[src/rtl/setting_bank_pkg.sv]
package setting_bank_pkg;

    localparam int CH_N_DEF   = 4;
    localparam int DW_DEF     = 8;
    localparam int FILT_DEF   = 4;

    // Age of the pending frame: counts down from FIRST to IDLE.
    typedef enum logic [1:0] {
        PEND_IDLE  = 2'd0,
        PEND_LAST  = 2'd1,
        PEND_FIRST = 2'd2
    } pend_age_e;

    function automatic pend_age_e age_next(input pend_age_e a);
        case (a)
            PEND_FIRST: age_next = PEND_LAST;
            default:    age_next = PEND_IDLE;
        endcase
    endfunction

endpackage

[src/rtl/sb_cs_filter.sv]
module sb_cs_filter #(
    parameter int FILT_CYC = 4
) (
    input  logic clk,
    input  logic rst,
    input  logic cs_sel,
    output logic restore
);
    localparam int CW = $clog2(FILT_CYC + 1);
    localparam logic [CW-1:0] LIMIT = CW'(FILT_CYC);
    localparam logic [CW-1:0] FIRE  = CW'(FILT_CYC - 1);

    logic          sync1_q, sync2_q;
    logic [CW-1:0] low_cnt_q;
    logic          low_now;

    assign low_now = !sync2_q;

    always_ff @(posedge clk) begin
        if (rst) begin
            sync1_q   <= 1'b0;
            sync2_q   <= 1'b0;
            low_cnt_q <= LIMIT;
        end else begin
            sync1_q <= cs_sel;
            sync2_q <= sync1_q;
            if (!low_now)
                low_cnt_q <= '0;
            else if (low_cnt_q != LIMIT)
                low_cnt_q <= low_cnt_q + 1'b1;
        end
    end

    assign restore = low_now && (low_cnt_q == FIRE);

endmodule

[src/rtl/sb_pending.sv]
module sb_pending
    import setting_bank_pkg::*;
#(
    parameter int AW = 2,
    parameter int DW = 8
) (
    input  logic          clk,
    input  logic          rst,
    input  logic          flush,
    input  logic          frm_valid,
    input  logic [AW-1:0] frm_addr,
    input  logic [DW-1:0] frm_data,
    input  logic          prog_req,
    output logic          commit_en,
    output logic [AW-1:0] commit_addr,
    output logic [DW-1:0] commit_data
);
    pend_age_e     age_q;
    logic [AW-1:0] addr_q;
    logic [DW-1:0] data_q;

    always_ff @(posedge clk) begin
        if (rst || flush) begin
            age_q <= PEND_IDLE;
        end else if (frm_valid) begin
            age_q  <= PEND_FIRST;
            addr_q <= frm_addr;
            data_q <= frm_data;
        end else if (age_q != PEND_IDLE) begin
            age_q <= prog_req ? PEND_IDLE : age_next(age_q);
        end
    end

    assign commit_en   = (age_q != PEND_IDLE) && prog_req && !flush && !rst;
    assign commit_addr = addr_q;
    assign commit_data = data_q;

endmodule

[src/rtl/setting_bank.sv]
module setting_bank
    import setting_bank_pkg::*;
#(
    parameter int CH_N     = CH_N_DEF,
    parameter int DW       = DW_DEF,
    parameter int FILT_CYC = FILT_DEF,
    parameter logic [CH_N*DW-1:0] NV_INIT = 32'hC35A_8110
) (
    input  logic                     clk,
    input  logic                     rst,
    input  logic                     cs_sel,
    input  logic                     frm_valid,
    input  logic [$clog2(CH_N)-1:0]  frm_addr,
    input  logic [DW-1:0]            frm_data,
    input  logic                     prog_req,
    input  logic [$clog2(CH_N)-1:0]  rd_addr,
    output logic [DW-1:0]            rd_data,
    output logic [CH_N*DW-1:0]       chan_out
);
    localparam int AW = $clog2(CH_N);

    logic          restore;
    logic          commit_en;
    logic [AW-1:0] commit_addr;
    logic [DW-1:0] commit_data;

    // Stored copies: never reset, written only by a commit.
    logic [CH_N*DW-1:0] nv_q = NV_INIT;
    logic [DW-1:0]      wk_q [CH_N];

    sb_cs_filter #(.FILT_CYC(FILT_CYC)) filt_i (
        .clk     (clk),
        .rst     (rst),
        .cs_sel  (cs_sel),
        .restore (restore)
    );

    sb_pending #(.AW(AW), .DW(DW)) pend_i (
        .clk         (clk),
        .rst         (rst),
        .flush       (restore),
        .frm_valid   (frm_valid),
        .frm_addr    (frm_addr),
        .frm_data    (frm_data),
        .prog_req    (prog_req),
        .commit_en   (commit_en),
        .commit_addr (commit_addr),
        .commit_data (commit_data)
    );

    always_ff @(posedge clk) begin
        if (commit_en)
            nv_q[commit_addr*DW +: DW] <= commit_data;
    end

    for (genvar i = 0; i < CH_N; i++) begin : g_ch
        always_ff @(posedge clk) begin
            if (rst || restore)
                wk_q[i] <= nv_q[i*DW +: DW];
            else if (frm_valid && (frm_addr == AW'(i)))
                wk_q[i] <= frm_data;
        end
        assign chan_out[i*DW +: DW] = wk_q[i];
    end

    assign rd_data = wk_q[rd_addr];

endmodule

[config.mk]
export PLATFORM = sky130hd
export DESIGN_NAME = setting_bank
export DESIGN_NICKNAME = d
export VERILOG_FILES = /design/src/rtl/setting_bank_pkg.sv /design/src/rtl/sb_cs_filter.sv /design/src/rtl/sb_pending.sv /design/src/rtl/setting_bank.sv
export SDC_FILE = /design/constraint.sdc
export NUM_CORES = 1
export LEC_CHECK = 0
export ABC_AREA = 1
export BUFFER_PORTS_ARGS = -buffer_cell sky130_fd_sc_hd__buf_4
export CORE_MARGIN = 10
export CORE_UTILIZATION = 60
export DETAILED_ROUTE_END_ITERATION = 10
export GPL_TIMING_DRIVEN = 0
export PLACE_DENSITY = 0.89
export SETUP_SLACK_MARGIN = 0.05
export SYNTH_ARGS = -nofsm -noshare
export SYNTH_HDL_FRONTEND = slang
export SYNTH_SLANG_ARGS = --single-unit
[constraint.sdc]
create_clock -name clk -period 5.9 [get_ports clk]
set_input_delay 1.18 -clock clk [delete_from_list [all_inputs] [get_ports clk]]
set_output_delay 1.18 -clock clk [all_outputs]
set_load 0.03 [all_outputs]
# After elaboration in Yosys (flattened, before gate mapping)
# Memory sizes are Yosys's and may differ from the RTL's.
# Cells that the tools add are included.
# word_totals
ff_bits	49
ram_bits	32
in_bits	17
out_inout_bits	40
mem_count	1
# mem_list
memory	words	width	read_ports	rd_clocked_by_memory_dff	wr	line	source
wk_q	4	8	5	0	4	setting_bank.sv:29	logic [DW-1:0] wk_q [CH_N];
# classes
add_sub_neg	2
n_eq_ne	6
shift	2
n_mux	25
n_bitwise	5
n_reduce_logical	19
# op_table
operator	count
negator 5 -> 34 bit	1
variable shift 8 x 34 -> 32 bit, first input constant	1
indexed part select 8 x 34 -> 32 bit	1
bitwise mux 32 bit	1
two-way mux 8 bit	4
two-way mux 1 bit	16
logical AND 1 bit	8
== test 2 bit, second input constant	3
two-way mux 3 bit	2
nonzero test 2 bit	3
two-way mux 2 bit	2
bitwise OR 1 bit	4
OR reduction 2 bit	2
adder 3 x 1 -> 3 bit, second input constant	1
== test 3 x 2 -> 1 bit, second input constant	1
zero test 1 bit	3
inequality test 3 bit, second input constant	1
== test 2 x 1 -> 1 bit, second input constant	1
zero test 2 bit	1
AND reduction 2 bit	1
logical OR 1 bit	1
NOT 1 bit	1

# Logic depth before layout (Yosys ltp)
# Gate-level depths: netlist of the first run.
# logic_depth
depth_word	6
ltp_mapped	7
depth_no_buf	7

# Modules after synthesis
# From an unflattened synthesis of the first run, not the netlist that was laid out.
# hier_totals
hier_cells	379
hier_area_um2	3748.6
# modules_own_cells
module	instances	cells_per_inst	area_each_um2	seq_area_each_um2
setting_bank	1	322	3118.0	1921.8
sb_pending	1	24	391.6	340.3
sb_cs_filter	1	33	239.0	100.1

# Worst setup path before layout of the first run
# No wires, ideal clock.
# synth_timing
path_type	input -> output
from	input port rd_addr[1]
to	output port rd_data[5]
t_arrival_ns	1.912
setup_slack_ns	2.808
stages	4
path_cell_list	clkbuf_1 > buf_2 > o211ai_1 > nand2_1
# synth_via
elab_chain_cells	1
# synth_lines
item	line	source
start, declared	setting_bank.sv:16	input logic [$clog2(CH_N)-1:0] rd_addr,
memory (4 x 8 bit)	--	
end, declared	setting_bank.sv:17	output logic [DW-1:0] rd_data,
# Every way passes these cells.

# Worst setup path in the final report of the first run
# Ends and elaborated chain as after synthesis.

==> summary.md, run 1 <==
| Metric | Value |
|---|---|
| Largest family of logic cells by synthesized area | `simple AND/OR/NAND/NOR gates` |
| Mux cell area share after synthesis | `0` |
| FF-to-FF End | `nv_q[20]$_DFFE_PP_` |
| Crit path DAT | `2.11 ns` |
| Setup Viol. Count Final | `0` |
| Peak supply drop | `237 uV` |
| TritonCTS clock tree | `yes` |
| Sequential area share after synthesis | `0.643` |
| Leakage | `1.94 nW` |
| Top delay family on crit path | `buffers and inverters` |
| Worst skew pair latency | `0.35 ns` |
| Clk pin slew, worst setup/hold paths | `0.08 ns` |
| Syn Inst Count | `367` |
| I/O pins | `57` |
| Hold Startpoint | `filt_i.sync1_q$_SDFF_PP0_` |
| WL final | `8.48 mm` |
| Remaining antenna violation count | `0` |
| Slew margin rel. | `0.260` |
| Die width | `98.3 um` |
| Nets@finish | `458` |
| Vias per cell | `5.34` |
| Slew Viols, Final | `0` |
| R2r worst-path depth | `5` |
| Syn. warnings | `0` |
| Gr ovfl total | `0` |
| Non-filler cells, final | `513` |
| Kind of critical path | `in2out` |
| Area Overhead vs Synth | `19.1%` |
| Initial antenna violation count | `0` |
| Fmax achieved | `304 MHz` |
| Core area | `5920 um2` |
| Setup TNS Final | `0 ns` |
| Die area | `9660 um2` |
| Simple-Gate Fraction of Synth Area | `0.222` |
| Pwr dens | `282 nW/um2` |
| Slew @ Worst Pin | `1.10 ns` |
| CP required | `4.72 ns` |
| Crit path cell chain | `clkbuf_1 > buf_2 > a21oi_1 > o21ai_0 > nand2_1 > buf_4` |
| Post-CTS sizing | `0` |
| Gpl congestion | `0.950` |
| Rows | `28` |
| Post-synth top area cell | `edfxtp_1` |
| Crit path buf inv count | `3` |
| Post-synthesis xor/xnor area fraction | `0` |
| WP depth | `6` |
| Outcome | `finished clean` |
| RSZ-0062 raised after global routing | `false` |
| Startpoint types | `input pin` |
| I/O Buffers | `55` |
| Antenna cell count | `0` |
| Nature of the critical path endpoint | `primary output` |
| Placed insts | `497` |
| Top cells by area, synth | `edfxtp_1 (60%), nand2_1 (12%), inv_1 (4.7%), nor2_1 (3.9%), dfxtp_1 (3.8%)` |
| Crit Path Max Fanout | `10` |
| Slowest cell on crit path | `a21oi_1` |
| Vias in the first global route | `2739` |
| Yosys reg bits | `81` |
| Clock Sinks | `81` |
| RR Startpoint | `filt_i.low_cnt_q[0]$_SDFFE_PP0P_` |
| Mapped cell area | `3670 um2` |
| Largest net degree at the start of global routing | `15` |
| Final hold violation count | `0` |
| Hold WC Path Type | `reg2reg` |
| R2R setup slack | `3.61 ns` |
| DPL Wire Length | `6.74 mm` |
| DRT Pass-1 Iters | `4` |
| Post-Route Skew | `0.0104 ns` |
| DR DRC count | `0` |
| Post-synthesis compound-gate area fraction | `0.0480` |
| Final min period | `3.29 ns` |
| Fin crit share | `0.557` |
| Starting Density | `0.621` |
| Root buffer cell | `clkbuf_8` |
| First-pass GRT wire length | `13.5 mm` |
| Syn_area_per_cell | `10.0 um2` |
| Hold worst-path end | `filt_i.sync2_q$_SDFF_PP0_` |
| Post-CTS setup repair buffer count | `0` |
| Total number of vias | `2741` |
| Post-CTS Hold Buffers | `0` |
| Layout cell share with drive strength beyond 1 | `0.203` |
| CTS buffer count | `9` |
| WHS Path Cells | `2` |
| Synth cell types | `21` |
| Initial drt markers | `242` |
| Clock buffer depth | `2` |
| Tot GR Track Use | `0.175` |
| Post-synthesis adder-cell area fraction | `0.0272` |
| Syn_nets | `392` |
| Max-cap violations | `0` |
| Die height | `98.3 um` |
| Top cell type's share of synthesized area | `0.605` |
| Htree depth | `3` |
| Slowest stage delay, CP | `0.22 ns` |
| Wire per inst | `16.5 um` |
==> worst min-delay path: stages, from the launching register on <==
cell and delay [ns]:
dfxtp_1 0.30, inv_1 0.05, nor2_1 0.03
==> routing by layer <==
metal  up-vias  GRT usage  routed length (um)  part of all wire
li1       1329          -                   -                 -
met1      1231      0.191                3190              0.38
met2       148      0.297                4010              0.47
met3        33     0.0557                 901              0.11
met4         0     0.0948                 384             0.045
met5         -          0                   0                 0
==> state kept, by name (all words and copies together), names as in the netlist <==
register,cells
filt_i.low_cnt_q,3
filt_i.sync1_q,1
filt_i.sync2_q,1
nv_q,32
pend_i.age_q,2
pend_i.commit_addr,2
pend_i.commit_data,8
wk_q,32
==> synthesized netlist by cell type <==
cell / count
inv_2: 2
inv_1: 46
o21ai_0: 11
nor3_1: 9
a21oi_4: 1
dfxtp_1: 7
ha_1: 8
clkbuf_1: 2
buf_6: 1
nand2_2: 4
nand3b_1: 1
nand3_1: 16
nand2_4: 1
o211ai_1: 8
buf_2: 4
edfxtp_1: 74
nand3_2: 1
nand2_1: 120
nor2_1: 38
a21oi_1: 9
nor2_4: 4
==> worst max-delay path by stage <==
stage	start	endpoint	slack, ns
after floorplan	rd_addr[1]	rd_data[5]	2.81
after global placement	rd_addr[1]	rd_data[5]	2.62
after detailed placement	rd_addr[1]	rd_data[5]	2.64
after CTS	rd_addr[1]	rd_data[5]	2.64
after global routing	rd_addr[1]	rd_data[5]	2.55
final	rd_addr[1]	rd_data[5]	2.61
==> report_power, final <==
| group | switching [mW] | internal, mW | leakage [nW] |
|---|---|---|---|
| sequential | 0.0168 | 0.652 | 0.741 |
| clock | 0.193 | 0.194 | 0.0912 |
| combinational | 0.119 | 0.0569 | 1.11 |
==> metrics by stage <==
step                      worst slack (ns)  utilization  hold slack, ns  power [mW]  instance area [um2]
after floorplan                       2.81            -           0.388       0.787                 3670
after global placement                2.62        0.706           0.395       0.850                 4180
after detailed placement              2.64        0.706           0.410       0.859                 4180
after CTS                             2.64        0.739           0.423        1.24                 4380
after global routing                  2.55        0.739           0.443        1.28                 4380
final                                 2.61        0.739           0.419        1.23                 4380
==> area by class of cell <==
type | instances | area [um2]
flip-flops and latches | 81 | 2360
repair buffers | 55 | 413
clock inverters | 7 | 71.3
plain buffers | 7 | 38.8
fillers | 397 | 1540
well taps | 75 | 93.8
multi-input cells | 231 | 1090
clock buffers | 9 | 124
inverters | 48 | 180
==> kinds of logic after synthesis <==
kind of cell / count (synthesis)
buffers and inverters: 55
AND/OR/NAND/NOR: 194
adder cells (fa/ha/maj): 8
AO/OA/AOI/OAI: 29
flip-flops: 81
==> cell usage in the layout (no fill, tap or decap) <==
cell,synthesis,layout
a21oi_1,9,9
a21oi_4,1,1
buf_2,4,4
buf_4,0,55
buf_6,1,1
bufinv_16,0,1
clkbuf_1,2,2
clkbuf_8,0,9
clkinv_2,0,2
clkinv_4,0,1
clkinvlp_4,0,3
dfxtp_1,7,7
edfxtp_1,74,74
ha_1,8,8
inv_1,46,46
inv_2,2,2
nand2_1,120,120
nand2_2,4,4
nand2_4,1,1
nand3_1,16,16
nand3_2,1,1
nand3b_1,1,1
nor2_1,38,38
nor2_4,4,4
nor3_1,9,9
o211ai_1,8,8
o21ai_0,11,11
Note: power is estimated with default switching activity, not from simulation.
==> inputs of run 2 (changes only) <==
- CORE_UTILIZATION: 60 -> 51
- PLACE_DENSITY: 0.89 -> 0.81
- clock period: 5.9 -> 2.9 ns (I/O delays scaled with it)
==> run 2 against run 1 <==
  * Clock skew down 0.00051 ns
  * Largest cell class unchanged
  * Utilization down 10 points
  * Via count down 1.7%
  * Largest power group unchanged
  * Hold slack worse by 0.0062 ns
  * Sequential cell count unchanged
  * Die area up 14%
  * Highest routed layer unchanged
  * Routed wire length down 1.3%
  * Combinational power up 100%
==> summary.md, run 2 (synthesis gave the netlist of run 1 again) <==
| Metric | Value |
|---|---|
| Post-CTS setup repair buffer count | `0 (unchanged)` |
| Post-layout util | `0.636 (-0.104)` |
| Leakage | `1.93 nW (-0.34%)` |
| Fin crit share | `0.776` |
| TritonCTS clock tree | `yes` |
| Setup Viol. Count Final | `0 (unchanged)` |
| Slew margin rel. | `0.294 (+0.0342)` |
| CTS buffer count | `9 (unchanged)` |
| Die area | `11000 um2 (+14%)` |
| Htree depth | `3 (unchanged)` |
| Initial antenna violation count | `0 (unchanged)` |
| Final hold violation count | `0 (unchanged)` |
| Wire per inst | `15.7 um (-5.2%)` |
| Clock buffer depth | `2 (unchanged)` |
| Vias in the first global route | `2782 (+1.6%)` |
| Area Overhead vs Synth | `19.5%` |
| Starting Density | `0.532 (-0.0886)` |
| Crit path DAT | `2.24 ns (+0.13 ns)` |
| CP required | `2.89 ns (-1.83 ns)` |
| Post-CTS sizing | `0 (unchanged)` |
| Multi-input gate area in the final layout | `1090 um2 (unchanged)` |
| WL final | `8.37 mm (-1.3%)` |
| Register area | `2360 um2 (unchanged)` |
| Fmax achieved | `444 MHz` |
| Post-Route Skew | `0.00992 ns (-0.000513 ns)` |
| Die width | `105 um (+6.7%)` |
| FF-to-FF End | `nv_q[18]$_DFFE_PP_` |
| Post-CTS Hold Buffers | `0 (unchanged)` |
| Clock Sinks | `81 (unchanged)` |
| Slew Viols, Final | `0 (unchanged)` |
| Worst skew pair latency | `0.35 ns (about the same)` |
| RR Startpoint | `filt_i.low_cnt_q[0]$_SDFFE_PP0P_` |
| Pwr dens | `561 nW/um2 (+99%)` |
| Largest net degree at the start of global routing | `14 (-1)` |
| R2R setup slack | `0.65 ns (-2.96 ns)` |
| Nets@finish | `458 (unchanged)` |
| R2r worst-path depth | `5 (unchanged)` |
| Initial drt markers | `160 (-34%)` |
| Slew @ Worst Pin | `1.05 ns (-0.0507 ns)` |
| Kind of critical path | `reg2reg` |
| Most common cell after layout, fill and taps aside | `nand2_1` |
| Remaining antenna violation count | `0 (unchanged)` |
| Clk pin slew, worst setup/hold paths | `0.08 ns (about the same)` |
| DPL Wire Length | `6.72 mm (-0.40%)` |
| Outcome | `finished clean` |
| CP Capture Point | `nv_q[18]$_DFFE_PP_` |
| DRT Pass-1 Iters | `5 (+1)` |
| Antenna cell count | `0 (unchanged)` |
| Max-cap violations | `0 (unchanged)` |
| Tot GR Track Use | `0.154 (-0.0213)` |
| Setup crit start | `filt_i.low_cnt_q[0]$_SDFFE_PP0P_` |
| Peak supply drop | `327 uV (+38%)` |
| I/O pins | `57 (unchanged)` |
| DR DRC count | `0 (unchanged)` |
| RSZ-0062 raised after global routing | `false` |
| Fillers | `588 (+48%)` |
| Crit Path Max Fanout | `8 (-2)` |
| Hold WC Path Type | `reg2reg` |
| Setup TNS Final | `0 ns (unchanged)` |
| First-pass GRT wire length | `13.4 mm (-0.72%)` |
| Startpoint types | `register` |
| Core area | `6910 um2 (+17%)` |
| Total number of vias | `2694 (-1.7%)` |
| Commonest cells after routing, fill and taps aside | `nand2_1 (120), edfxtp_1 (74), buf_4 (55), inv_1 (46), nor2_1 (38)` |
| Vias per cell | `5.04 (-5.6%)` |
| Die height | `105 um (+6.7%)` |
| Final min period | `2.25 ns` |
| Root buffer cell | `clkbuf_8` |
| I/O Buffers | `55 (unchanged)` |
| Nature of the critical path endpoint | `register` |
| Gr ovfl total | `0 (unchanged)` |
| Layout cell share with drive strength beyond 1 | `0.201 (-0.00228)` |
| Rows | `30 (+7.1%)` |
| Gpl congestion | `0.948 (-0.17%)` |
==> run 2: cell types whose count changed in the layout (fill, tap and decap cells not counted) <==
cell and change:
clkbuf_8 +2, bufinv_16 -1, clkbuf_1 +1, clkinv_2 -1, clkinv_4 -1
==> run 2: per-layer routing <==
metal	wire (um)	track usage	vias up
met5	0	0	-
met4	271	0.0853	0
met3	727	0.0504	23
met2	3980	0.258	132
met1	3390	0.169	1210
li1	-	-	1329
==> run 2: final cells by class <==
type | count | share of cell area
flip-flops and latches | 81 | 0.538
multi-input cells | 231 | 0.249
repair buffers | 55 | 0.0940
inverters | 48 | 0.0410
clock buffers | 12 | 0.0353
well taps | 96 | 0.0274
plain buffers | 7 | 0.00883
clock inverters | 4 | 0.00627
==> run 2: power by group <==
group | internal, mW | total (mW) | switching, mW
logic | 0.116 | 0.359 | 0.243
clock network | 0.356 | 0.741 | 0.385
registers | 1.33 | 1.36 | 0.0333
==> run 2: how the worst min path moves through the flow <==
stage	slack, ns	startpoint	cells after the start	endpoint
finish	0.41	filt_i.sync1_q$_SDFF_PP0_	2	filt_i.sync2_q$_SDFF_PP0_
global route	0.44	rst	2	filt_i.sync2_q$_SDFF_PP0_
CTS	0.41	filt_i.sync1_q$_SDFF_PP0_	2	filt_i.sync2_q$_SDFF_PP0_
detailed placement	0.40	filt_i.sync1_q$_SDFF_PP0_	2	filt_i.sync2_q$_SDFF_PP0_
global placement	0.40	filt_i.sync1_q$_SDFF_PP0_	2	filt_i.sync2_q$_SDFF_PP0_
floorplan	0.39	filt_i.sync1_q$_SDFF_PP0_	2	filt_i.sync2_q$_SDFF_PP0_
==> run 2: worst max-delay path: stages (launching register included) <==
cell and delay, ns:
dfxtp_1 0.34, ha_1 0.20, ha_1 0.22, a21oi_4 0.35, nand2_1 0.19, nor2_1 0.58
==> run 2: stage by stage <==
stage / total power, mW / std cells / area (um2) / hold WS, ns / setup slack (ns)
6_report: 2.46 / 534 / 4390 / 0.412 / 0.650
5_1_grt: 2.57 / 534 / 4390 / 0.442 / 0.549
4_1_cts: 2.47 / 534 / 4390 / 0.415 / 0.628
3_5_place_dp: 1.75 / 518 / 4210 / 0.402 / 0.643
3_3_place_gp: 1.73 / 518 / 4210 / 0.398 / 0.701
2_1_floorplan: 1.60 / 367 / 3670 / 0.388 / 0.986
